--- src/rtl/add_pipe_pkg.sv ---
package add_pipe_pkg;
  // strobes from control to datapath
  typedef struct packed {
    logic fetchValid;   // fetch slot carries a real instruction
    logic decodeIsAdd;  // decode slot holds a valid add
  } pipe_ctrl_t;
endpackage

--- src/rtl/pipe_regfile.sv ---
module pipe_regfile #(
  parameter int DATA_W  = 16,
  parameter int REG_CNT = 8,
  localparam int IDX_W  = $clog2(REG_CNT)
) (
  input  logic                   clk,
  input  logic                   wrEn,
  input  logic [IDX_W-1:0]       wrIdx,
  input  logic [DATA_W-1:0]      wrData,
  input  logic                   preEn,
  input  logic [IDX_W-1:0]       preIdx,
  input  logic [DATA_W-1:0]      preData,
  input  logic [1:0][IDX_W-1:0]  rdIdx,
  output logic [1:0][DATA_W-1:0] rdData
);
  logic [DATA_W-1:0] regs [REG_CNT];

  always_ff @(posedge clk) begin
    if (preEn)
      regs[preIdx] <= preData;
    else if (wrEn)
      regs[wrIdx] <= wrData;
  end

  // write-then-read: a same-cycle write is seen by the reader
  for (genvar rp = 0; rp < 2; rp++) begin : g_rd
    always_comb begin
      if (wrEn && (wrIdx == rdIdx[rp]))
        rdData[rp] = wrData;
      else
        rdData[rp] = regs[rdIdx[rp]];
    end
  end
endmodule

--- src/rtl/pipe_ctrl.sv ---
module pipe_ctrl
  import add_pipe_pkg::*;
#(
  parameter int IMEM_DEPTH          = 32,
  parameter int OPC_W               = 4,
  parameter logic [OPC_W-1:0] ADD_OPC = 1,
  localparam int PC_W               = $clog2(IMEM_DEPTH)
) (
  input  logic             clk,
  input  logic             rst_n,
  input  logic [PC_W:0]    progLen,
  input  logic             ifIdValid,
  input  logic [OPC_W-1:0] ifIdOpc,
  output logic [PC_W:0]    pc,
  output pipe_ctrl_t       ctrl
);
  localparam logic [PC_W:0] DEPTH_V = (PC_W+1)'(IMEM_DEPTH);

  logic inProgram;
  assign inProgram = (pc < progLen) && (pc < DEPTH_V);

  always_ff @(posedge clk or negedge rst_n) begin
    if (!rst_n)
      pc <= '0;
    else if (inProgram)
      pc <= pc + 1'b1;
  end

  always_comb begin
    ctrl.fetchValid  = inProgram;
    ctrl.decodeIsAdd = ifIdValid && (ifIdOpc == ADD_OPC);
  end
endmodule

--- src/rtl/pipe_datapath.sv ---
module pipe_datapath
  import add_pipe_pkg::*;
#(
  parameter int DATA_W     = 16,
  parameter int REG_CNT    = 8,
  parameter int IMEM_DEPTH = 32,
  parameter int OPC_W      = 4,
  localparam int PC_W      = $clog2(IMEM_DEPTH),
  localparam int IDX_W     = $clog2(REG_CNT),
  localparam int INSTR_W   = OPC_W + 3*IDX_W
) (
  input  logic               clk,
  input  logic               rst_n,
  input  pipe_ctrl_t         ctrl,
  input  logic [PC_W:0]      pc,
  input  logic               loadEn,
  input  logic [PC_W-1:0]    loadAddr,
  input  logic [INSTR_W-1:0] loadInstr,
  input  logic               preEn,
  input  logic [IDX_W-1:0]   preIdx,
  input  logic [DATA_W-1:0]  preData,
  output logic               ifIdValid,
  output logic [OPC_W-1:0]   ifIdOpc,
  output logic               idExValid,
  output logic [DATA_W-1:0]  idExOpA,
  output logic [DATA_W-1:0]  idExOpB,
  output logic               exMemValid,
  output logic [DATA_W-1:0]  exMemSum,
  output logic               wbEn,
  output logic [IDX_W-1:0]   wbIdx,
  output logic [DATA_W-1:0]  wbData
);
  logic [INSTR_W-1:0] imem [IMEM_DEPTH];

  always_ff @(posedge clk) begin
    if (loadEn)
      imem[loadAddr] <= loadInstr;
  end

  // fetch -> decode
  logic [INSTR_W-1:0] ifIdInstr;
  always_ff @(posedge clk or negedge rst_n) begin
    if (!rst_n) begin
      ifIdValid <= 1'b0;
      ifIdInstr <= '0;
    end else begin
      ifIdValid <= ctrl.fetchValid;
      ifIdInstr <= ctrl.fetchValid ? imem[pc[PC_W-1:0]] : '0;
    end
  end

  logic [IDX_W-1:0] decRd;
  logic [1:0][IDX_W-1:0] decSrc;
  assign ifIdOpc   = ifIdInstr[INSTR_W-1 -: OPC_W];
  assign decRd     = ifIdInstr[3*IDX_W-1 -: IDX_W];
  assign decSrc[0] = ifIdInstr[2*IDX_W-1 -: IDX_W];
  assign decSrc[1] = ifIdInstr[IDX_W-1:0];

  logic [1:0][DATA_W-1:0] decOps;
  pipe_regfile #(.DATA_W(DATA_W), .REG_CNT(REG_CNT)) u_regs (
    .clk    (clk),
    .wrEn   (wbEn),
    .wrIdx  (wbIdx),
    .wrData (wbData),
    .preEn  (preEn),
    .preIdx (preIdx),
    .preData(preData),
    .rdIdx  (decSrc),
    .rdData (decOps)
  );

  // decode -> execute
  logic [IDX_W-1:0] idExRd;
  always_ff @(posedge clk or negedge rst_n) begin
    if (!rst_n) begin
      idExValid <= 1'b0;
      idExRd    <= '0;
      idExOpA   <= '0;
      idExOpB   <= '0;
    end else begin
      idExValid <= ctrl.decodeIsAdd;
      idExRd    <= decRd;
      idExOpA   <= decOps[0];
      idExOpB   <= decOps[1];
    end
  end

  // execute -> memory
  logic [DATA_W-1:0] aluSum;
  logic [IDX_W-1:0]  exMemRd;
  assign aluSum = idExOpA + idExOpB;
  always_ff @(posedge clk or negedge rst_n) begin
    if (!rst_n) begin
      exMemValid <= 1'b0;
      exMemRd    <= '0;
      exMemSum   <= '0;
    end else begin
      exMemValid <= idExValid;
      exMemRd    <= idExRd;
      exMemSum   <= aluSum;
    end
  end

  // memory -> writeback (add passes through memory untouched)
  always_ff @(posedge clk or negedge rst_n) begin
    if (!rst_n) begin
      wbEn   <= 1'b0;
      wbIdx  <= '0;
      wbData <= '0;
    end else begin
      wbEn   <= exMemValid;
      wbIdx  <= exMemRd;
      wbData <= exMemSum;
    end
  end
endmodule

--- src/rtl/add_pipe5.sv ---
module add_pipe5
  import add_pipe_pkg::*;
#(
  parameter int DATA_W                = 16,
  parameter int REG_CNT               = 8,
  parameter int IMEM_DEPTH            = 32,
  parameter int OPC_W                 = 4,
  parameter logic [OPC_W-1:0] ADD_OPC = 1,
  localparam int PC_W                 = $clog2(IMEM_DEPTH),
  localparam int IDX_W                = $clog2(REG_CNT),
  localparam int INSTR_W              = OPC_W + 3*IDX_W
) (
  input  logic               clk,
  input  logic               rst_n,
  input  logic               loadEn,
  input  logic [PC_W-1:0]    loadAddr,
  input  logic [INSTR_W-1:0] loadInstr,
  input  logic [PC_W:0]      progLen,
  input  logic               preEn,
  input  logic [IDX_W-1:0]   preIdx,
  input  logic [DATA_W-1:0]  preData,
  output logic [PC_W:0]      dbgPc,
  output logic               dbgIdExValid,
  output logic [DATA_W-1:0]  dbgIdExOpA,
  output logic [DATA_W-1:0]  dbgIdExOpB,
  output logic               dbgExMemValid,
  output logic [DATA_W-1:0]  dbgExMemSum,
  output logic               wbEn,
  output logic [IDX_W-1:0]   wbIdx,
  output logic [DATA_W-1:0]  wbData
);
  pipe_ctrl_t       ctrlStrb;
  logic             ifIdValid;
  logic [OPC_W-1:0] ifIdOpc;

  pipe_ctrl #(.IMEM_DEPTH(IMEM_DEPTH), .OPC_W(OPC_W), .ADD_OPC(ADD_OPC)) u_ctrl (
    .clk      (clk),
    .rst_n    (rst_n),
    .progLen  (progLen),
    .ifIdValid(ifIdValid),
    .ifIdOpc  (ifIdOpc),
    .pc       (dbgPc),
    .ctrl     (ctrlStrb)
  );

  pipe_datapath #(.DATA_W(DATA_W), .REG_CNT(REG_CNT), .IMEM_DEPTH(IMEM_DEPTH),
                  .OPC_W(OPC_W)) u_dp (
    .clk       (clk),
    .rst_n     (rst_n),
    .ctrl      (ctrlStrb),
    .pc        (dbgPc),
    .loadEn    (loadEn),
    .loadAddr  (loadAddr),
    .loadInstr (loadInstr),
    .preEn     (preEn),
    .preIdx    (preIdx),
    .preData   (preData),
    .ifIdValid (ifIdValid),
    .ifIdOpc   (ifIdOpc),
    .idExValid (dbgIdExValid),
    .idExOpA   (dbgIdExOpA),
    .idExOpB   (dbgIdExOpB),
    .exMemValid(dbgExMemValid),
    .exMemSum  (dbgExMemSum),
    .wbEn      (wbEn),
    .wbIdx     (wbIdx),
    .wbData    (wbData)
  );
endmodule

--- config.mk ---
export PLATFORM = sky130hd
export DESIGN_NAME = add_pipe5
export DESIGN_NICKNAME = d
export VERILOG_FILES = /design/src/rtl/add_pipe_pkg.sv /design/src/rtl/pipe_regfile.sv /design/src/rtl/pipe_ctrl.sv /design/src/rtl/pipe_datapath.sv /design/src/rtl/add_pipe5.sv
export SDC_FILE = /design/constraint.sdc
export NUM_CORES = 1
export LEC_CHECK = 0
export CAP_MARGIN = 10
export CELL_PAD_IN_SITES_DETAIL_PLACEMENT = 1
export CELL_PAD_IN_SITES_GLOBAL_PLACEMENT = 1
export CORE_AREA = 3 3 258 260
export DETAILED_ROUTE_END_ITERATION = 12
export DIE_AREA = 0 0 261 263
export GPL_ROUTABILITY_DRIVEN = 0
export MAX_ROUTING_LAYER = met4
export PLACE_DENSITY = 0.73
export SYNTH_ARGS = -nofsm -noshare
export SYNTH_HDL_FRONTEND = slang
export SYNTH_SLANG_ARGS = --single-unit
--- constraint.sdc ---
create_clock -name clk -period 5.8 [get_ports clk]
set_clock_uncertainty 0.15 [all_clocks]
set_input_delay 0.58 -clock clk [delete_from_list [all_inputs] [get_ports clk]]
set_output_delay 0.58 -clock clk [all_outputs]
set_load 0.02 [all_outputs]
======== After elaboration in Yosys (flattened, before gate mapping) ========
Memory sizes are Yosys's and may differ from the RTL's.
Cells that the tools add are included.
word-level totals
  output and inout port bits .............. 76
  register bits after elaboration ......... 96
  RAM bits ................................ 544
  memories ................................ 2
  logic and storage cells ................. 40
cells by class
  equal/unequal tests ..................... 3
  $add $sub $neg .......................... 2
  $lt $le $gt $ge ......................... 2
  reduce and logical (&&, ||, !) cells .... 5
  multiplexer cells ....................... 13
memories
  memory            depth  bits a word  rd ports  clocked after Yosys merged registers in  wr ports  line                 source
  u_dp.imem         32     13           1         0                                        1         pipe_datapath.sv:33  logic [INSTR_W-1:0] imem [IMEM_DEPTH];
  u_dp.u_regs.regs  8      16           2         0                                        1         pipe_regfile.sv:16   logic [DATA_W-1:0] regs [REG_CNT];
operators by type and width
  cell                                                             number
  16-bit 2-to-1 mux                                                3
  16-bit adder                                                     1
  16-bit OR reduction                                              1
  13-bit 2-to-1 mux                                                1
  1-bit 2-to-1 mux                                                 8
  6-bit by 1-bit adder with 6-bit output, second input constant    1
  3-bit == test                                                    2
  6-bit < comparator                                               1
  6-bit < comparator, second input constant                        1
  4-bit by 1-bit == test with 1-bit output, second input constant  1
  1-bit logical AND                                                4
  3-bit 2-to-1 mux                                                 1

======== Depth between registers and ports, before layout ========
Gate-level depths: netlist (run 1).
  depth in word-level cells ............... 5
  mapped depth ............................ 8

======== Cells and area by module ========
A second synthesis (run 1) with hierarchy kept.
second synthesis, totals
  cell total of the unflattened synthesis .. 1230
  area total of the unflattened synthesis .. 26250.2 sq um
modules (own cells, without submodules)
  module         cells each  sequential area each (sq um)  area each (sq um)  times used
  pipe_datapath  859         14744.1                       19004.5            1
  pipe_regfile   327         3843.7                        6811.5             1
  pipe_ctrl      44          150.1                         434.2              1

======== Worst setup path after synthesis (run 1) ========
OpenSTA, ideal clock, no wires.
  kind .................................... input to register
  start ................................... in preEn
  end ..................................... mem u_dp.u_regs.regs[4][0] (enable)
  required time ........................... 5262 ps
  buffers on the path ..................... 2
  cell stages on the path ................. 5
  arrival time ............................ 2226 ps
  slack ................................... 3036 ps
  setup time .............................. 388 ps
  cells stage by stage .................... clkbuf_1 nand2b_1 buf_2 mux2_2 nor2_1
on the way
  cells in the longest elaborated chain, start to end .. 4
  elaborated cells between the ends (all ways) .. 7
  classes of those cells .................. mux (6); reduce/logical (1)
RTL lines
  what                                                            line                source
  start, declared                                                 add_pipe5.sv:19     input logic preEn,
  1-bit 2-to-1 mux                                                pipe_regfile.sv:19  if (preEn)
  1-bit 2-to-1 mux (not written as such)                          pipe_regfile.sv:22  regs[wrIdx] <= wrData;
  16-bit OR reduction (no line)                                   -
  3-bit 2-to-1 mux (no line) or 1-bit 2-to-1 mux (tied branches)  -
  end, declared                                                   pipe_regfile.sv:16
Parallel ways exist; a longest one is shown, timed or not.

======== Final worst setup path (run 1) ========
  start ................................... reg u_ctrl.pc[0]
  end ..................................... out dbgPc[0]
RTL lines
  what                    line             source
  start, declared         pipe_ctrl.sv:14  output logic [PC_W:0] pc,
  start signal, assigned  pipe_ctrl.sv:26  pc <= pc + 1'b1;
  end, declared           add_pipe5.sv:22  output logic [PC_W:0] dbgPc,
No word-level cell between the ends.

==> results of run 1 <==
[final timing paths]
check,from,endpoint,cells past startpoint
max in group asynchronous,rst_n,u_dp.exMemSum[6],3
max reg2reg,u_ctrl.pc[1],u_dp.ifIdInstr[9],7
max,u_ctrl.pc[0],dbgPc[0],1
min,u_dp.ifIdInstr[7],u_dp.idExRd[1],0
min in group asynchronous,rst_n,u_dp.exMemSum[12],2
min reg2reg,u_dp.ifIdInstr[7],u_dp.idExRd[1],0
[layout by cell type, fill, tap and decap left out, drive strengths merged, types with 21 or more instances in the layout]
| master | n |
|---|---|
| a21oi | 47 |
| buf | 69 |
| clkbuf | 88 |
| clkdlybuf4s50 | 121 |
| dfrtp | 96 |
| edfxtp | 544 |
| ha | 21 |
| mux2i | 33 |
| mux4 | 168 |
| nor2 | 108 |
| o22ai | 52 |
[power groups by stage]
stage / Combinational [mW] / Sequential (mW) / Clock [mW]
floorplan: 0.657 / 5.29 / 0
global placement: 1.06 / 5.32 / 0
detailed placement: 1.08 / 5.33 / 0
CTS: 1.09 / 5.24 / 4.42
global route: 1.16 / 5.24 / 4.62
finish: 1.08 / 5.23 / 4.32
[flip-flops by register name, indices dropped and copies added (netlist names)]
| signal | count |
|---|---|
| u_dp.imem | 416 |
| u_dp.u_regs.regs | 128 |
| u_dp.exMemSum | 16 |
| u_dp.idExOpA | 16 |
| u_dp.idExOpB | 16 |
| u_dp.wbData | 16 |
| u_dp.ifIdInstr | 13 |
| u_ctrl.pc | 6 |
| u_dp.exMemRd | 3 |
| u_dp.idExRd | 3 |
| u_dp.wbIdx | 3 |
| u_dp.exMemValid | 1 |
| u_dp.idExValid | 1 |
| u_dp.ifIdValid | 1 |
| u_dp.wbEn | 1 |
[stage by stage]
stage | cells | utilization, % | setup slack, ps | hold WS [ps]
2_1_floorplan | 1304 | - | 3040 | 134
3_3_place_gp | 2268 | 43.6 | 2390 | 183
3_5_place_dp | 2268 | 43.6 | 2370 | 194
4_1_cts | 2390 | 47.1 | 2620 | 209
5_1_grt | 2400 | 47.4 | 2550 | 212
6_report | 2400 | 47.4 | 2720 | 203
[layout make-up]
cell class | count | area (um^2)
tap | 855 | 1070
inverter | 12 | 45.0
clock inverter | 33 | 425
clock buffer | 88 | 1810
sequential | 640 | 18700
timing repair buffer | 191 | 1870
fill | 5937 | 33900
multi-input combinational | 581 | 6510
[cell families (layout without fill, tap and decap cells)]
logic type | Yosys count | after routing | synth area share (%)
mux | 219 | 219 | 16.8
flops | 640 | 640 | 73.1
compound gates | 146 | 146 | 3.65
xor+xnor | 23 | 23 | 0.786
buf+inv | 83 | 324 | 1.49
simple gates | 171 | 171 | 3.01
fa+ha+maj | 22 | 22 | 1.10
[per-layer routing]
metal	wire length, um	vias to the layer above	track usage, %
met3	3840	97	3.59
li1	-	5711	-
met1	27200	7205	26.3
met4	1560	0	5.39
met5	0	-	-
met2	32100	503	30.8
==> results.txt, run 1 <==
status = finished clean
DRC viols = 0
critical-path maximum fanout = 43
Critical Path AT = 2350 ps
worst skew pair latency = 610 ps
post-route ant nets = 0
DR pass1 iterations = 5
Worst-Margin Slew = 1230 ps
DR vias = 13500
H-Tree Depth = 3
Fin. Hold Viols = 0
first-pass GRT wire length = 96.1 mm
clk slew on worst S/H paths = 60 ps
Pins Over Slew Limit = 0
Min Clock Period, post-route = 3080 ps
core area = 64300 um^2
RSZ-0062 raised after global routing = false
Max Clk Rate = 0.324 GHz
delay-heaviest family, CP = flip-flops
final setup TNS = 0 ps
Leak = 10.0 nW
Clock Path Buffers = 3
dominant cells by area after synthesis = edfxtp_1 (64%), mux4_2 (15%), dfrtp_1 (9.4%)
max-cap violations = 0
Routed wire per std cell = 26.9 um
post-CTS sizing = 0
flip-flop and latch count after synthesis = 640
Die Wd = 261 um
cell taking the most area after synthesis = edfxtp_1
Final Instance Area = 30500 um^2
R2R setup slack = 2810 ps
Pwr Density = 349 nW/um^2
initial antenna violation count = 0
most frequent cell after synthesis = edfxtp_1
cell with the largest stage delay on the worst path = dfrtp_4
Reg power frac = 49.2%
final setup violation count = 0
yosys warns = 0
global route overflow = 0
HPWL after DPL = 41.3 mm
fin nets = 1562
VDD IR max = 0.283 mV
number of I/O port buffers = 122
Placed Instance Area = 28000 um^2
chip height = 263 um
CTS tree = yes
element type at the critical path end = output pin
Comb power frac = 10.2%
Initial Utilization = 39.8%
Ports = 123
mapped cell area = 25600 um^2
vias in the first global route = 14300
global-route usage over all layers = 19.6%
Pwr Total = 10.6 mW
net switching power = 2.48 mW
Cell Rows = 93
DRT Wirelength = 64.6 mm
Mapped Cells = 1304
CTS Sinks = 640
postcts setup bufs = 0
hold buffers post-CTS = 1
fin crit share = 53.1%
Hold WC Path Type = flop to flop
Async SR Flop Fraction = 15.0%
predominant post-synthesis flop cell = edfxtp_1
largest net degree at the start of global routing = 59
Layout area overhead = 18.9%
diodes inserted = 0
CTS root buffer = clkbuf_16
startpoint types = flop
mean post-synth cell area = 19.7 um^2
Seq/Total Area, Yosys = 73.1%
Int Power = 8.16 mW
post-synth top area share = 63.7%
DR vias/cell = 5.63
Sw Share = 23.3%
Mapped Nets = 1373
CP required = 5070 ps
critical path, cell by cell = clkdlybuf4s50_1
Bufs and invs on worst path = 1
number of synthesized flops with an enable pin = 544
synth unique cells = 54
Num CTS Buffers = 67
Critical Path Max Stage Delay = 980 ps
Post-synth top cells = edfxtp_1 (544), mux4_2 (168), nor2_1 (108)
1st-iter DRT viols = 1242
share of cells above drive strength 1 = 23.8%
WS Path Type = flop to output pin
Slew HR = 17.4%
share of total power in the clock network = 40.6%
Die ar. = 68600 um^2
No activity file was read; power rests on OpenSTA's default activity.
==> run 2: changes to the inputs <==
- clock period: 5.8 -> 3 ns (I/O delays scaled with it)
==> results.txt, run 2 (synthesis results as in run 1) <==
Max Clk Rate = 0.379 GHz
# fillers = 5937 (unchanged)
core area = 64300 um^2 (unchanged)
DRC viols = 0 (unchanged)
Routed wire per std cell = 26.7 um (was 26.9 um)
fin crit share = 87.9%
largest net degree at the start of global routing = 68 (was 59)
share of cells above drive strength 1 = 24.5% (was 23.8%)
Worst-Margin Slew = 846 ps (was 1230 ps)
worst skew pair latency = 610 ps (about the same)
global route overflow = 0 (unchanged)
post-route ant nets = 0 (unchanged)
DR vias/cell = 5.60 (was 5.63)
CTS Sinks = 640 (unchanged)
DR vias = 13600 (was 13500)
CTS tree = yes (unchanged)
final setup violation count = 0 (unchanged)
DRT Wirelength = 64.8 mm (was 64.6 mm)
1st-iter DRT viols = 1152 (was 1242)
Placed Instance Area = 28400 um^2 (was 28000 um^2)
global-route usage over all layers = 19.7% (was 19.6%)
Initial Utilization = 39.8% (unchanged)
most frequent cells in the layout = edfxtp_1 (544), mux4_2 (168), clkdlybuf4s50_1 (121) (unchanged)
max-cap violations = 0 (unchanged)
critical-path maximum fanout = 4 (was 43)
DR pass1 iterations = 5 (unchanged)
Min Clock Period, post-route = 2640 ps
CTS root buffer = clkbuf_16 (unchanged)
max reg flops = 416 (unchanged)
initial antenna violation count = 1 (was 0)
chip height = 263 um (unchanged)
first-pass GRT wire length = 96.9 mm (was 96.1 mm)
element type at the critical path end = flop (was output pin)
Num CTS Buffers = 68 (was 67)
Leak = 10.1 nW (was 10.0 nW)
Hold WC Path Type = flop to flop (unchanged)
Pwr Density = 668 nW/um^2 (was 349 nW/um^2)
vias in the first global route = 14600 (was 14300)
post-layout util = 47.5% (was 47.4%)
H-Tree Depth = 3 (unchanged)
Most flops, register = u_dp.imem (unchanged)
number of I/O port buffers = 122 (unchanged)
fin nets = 1585 (was 1562)
Slew HR = 43.6% (was 17.4%)
Die ar. = 68600 um^2 (unchanged)
Final Instance Area = 30500 um^2 (about the same)
Clock Path Buffers = 3 (unchanged)
Cell Rows = 93 (unchanged)
final setup TNS = 0 ps (unchanged)
Fin. Hold Viols = 0 (unchanged)
Die Wd = 261 um (unchanged)
Critical Path AT = 3010 ps (was 2350 ps)
RSZ-0062 raised after global routing = false (unchanged)
top flop regs = u_dp.imem x416, u_dp.u_regs.regs x128 (unchanged)
Pins Over Slew Limit = 0 (unchanged)
CP required = 3370 ps (was 5070 ps)
Layout area overhead = 19.2% (was 18.9%)
clk slew on worst S/H paths = 60 ps (about the same)
VDD IR max = 0.523 mV (was 0.283 mV)
status = finished clean (unchanged)
HPWL after DPL = 41.8 mm (was 41.3 mm)
postcts setup bufs = 0 (unchanged)
most common cell after layout, fill and taps aside = edfxtp_1 (unchanged)
WS Path Type = flop to flop (was flop to output pin)
startpoint types = flop (unchanged)
Ports = 123 (unchanged)
==> run 2: cell types whose count changed in the layout (fill, tap and decap cells not counted), sizes merged <==
cell and delta:
clkbuf +7, clkinv +3, buf +22, inv -3, bufinv -3, clkinvlp -3, diode +1
==> run 2: worst max-delay path: stages, from the launching register on <==
cell	delay (ps)
dfrtp_1	380
ha_1	260
fa_1	420
a21o_1	240
a221oi_4	340
nor3_2	110
or4_1	550
nand3_1	100
==> run 2: through the flow <==
stage | worst slack [ps] | hold WS, ps | total power [mW] | std cells
3_3_place_gp | 364 | 183 | 12.4 | 2300
3_5_place_dp | 334 | 186 | 12.5 | 2300
6_report | 363 | 198 | 20.4 | 2424
2_1_floorplan | 513 | -146 | 11.5 | 1304
5_1_grt | 246 | 206 | 21.1 | 2424
4_1_cts | 389 | 200 | 20.6 | 2423
==> run 2: what timing repair did <==
action,CTS,global route
endpoints found under the hold margin,65,0
hold buffers,1,0
resized for setup,0,0
==> run 2: metal layers <==
metal / track usage (%) / part of all wire [%]
met4: 5.06 / 2.4
met3: 3.67 / 6.1
met5: - / 0
met1: 25.0 / 40
met2: 32.8 / 51
==> run 2: worst paths after layout <==
kind / to / slack, ps / cells after the start / start
max in group asynchronous: u_dp.idExOpB[4] / 1760 / 3 / rst_n
max reg2reg: u_dp.exMemSum[14] / 360 / 7 / u_dp.idExOpA[0]
max: u_dp.exMemSum[14] / 360 / 7 / u_dp.idExOpA[0]
min in group asynchronous: u_dp.wbData[2] / 210 / 2 / rst_n
min: u_dp.idExRd[2] / 200 / 0 / u_dp.ifIdInstr[8]
min reg2reg: u_dp.idExRd[2] / 200 / 0 / u_dp.ifIdInstr[8]
==> run 2: cell type report <==
type	instances	area (um^2)	share of cell area (%)
diodes	1	2.50	0.00819
clock buffers	95	1850	6.07
clock inverters	27	305	1.00
inverters	12	45.0	0.148
multi-input cells	581	6510	21.3
flip-flops and latches	640	18700	61.4
well taps	855	1070	3.50
repair buffers	213	2000	6.56
==> run 2: power by group <==
| part | internal, mW | total [mW] | switching (mW) |
|---|---|---|---|
| clock | 4.71 | 8.15 | 3.44 |
| combinational | 1.01 | 2.22 | 1.20 |
| sequential | 9.87 | 10.0 | 0.166 |
| total | 15.6 | 20.4 | 4.81 |
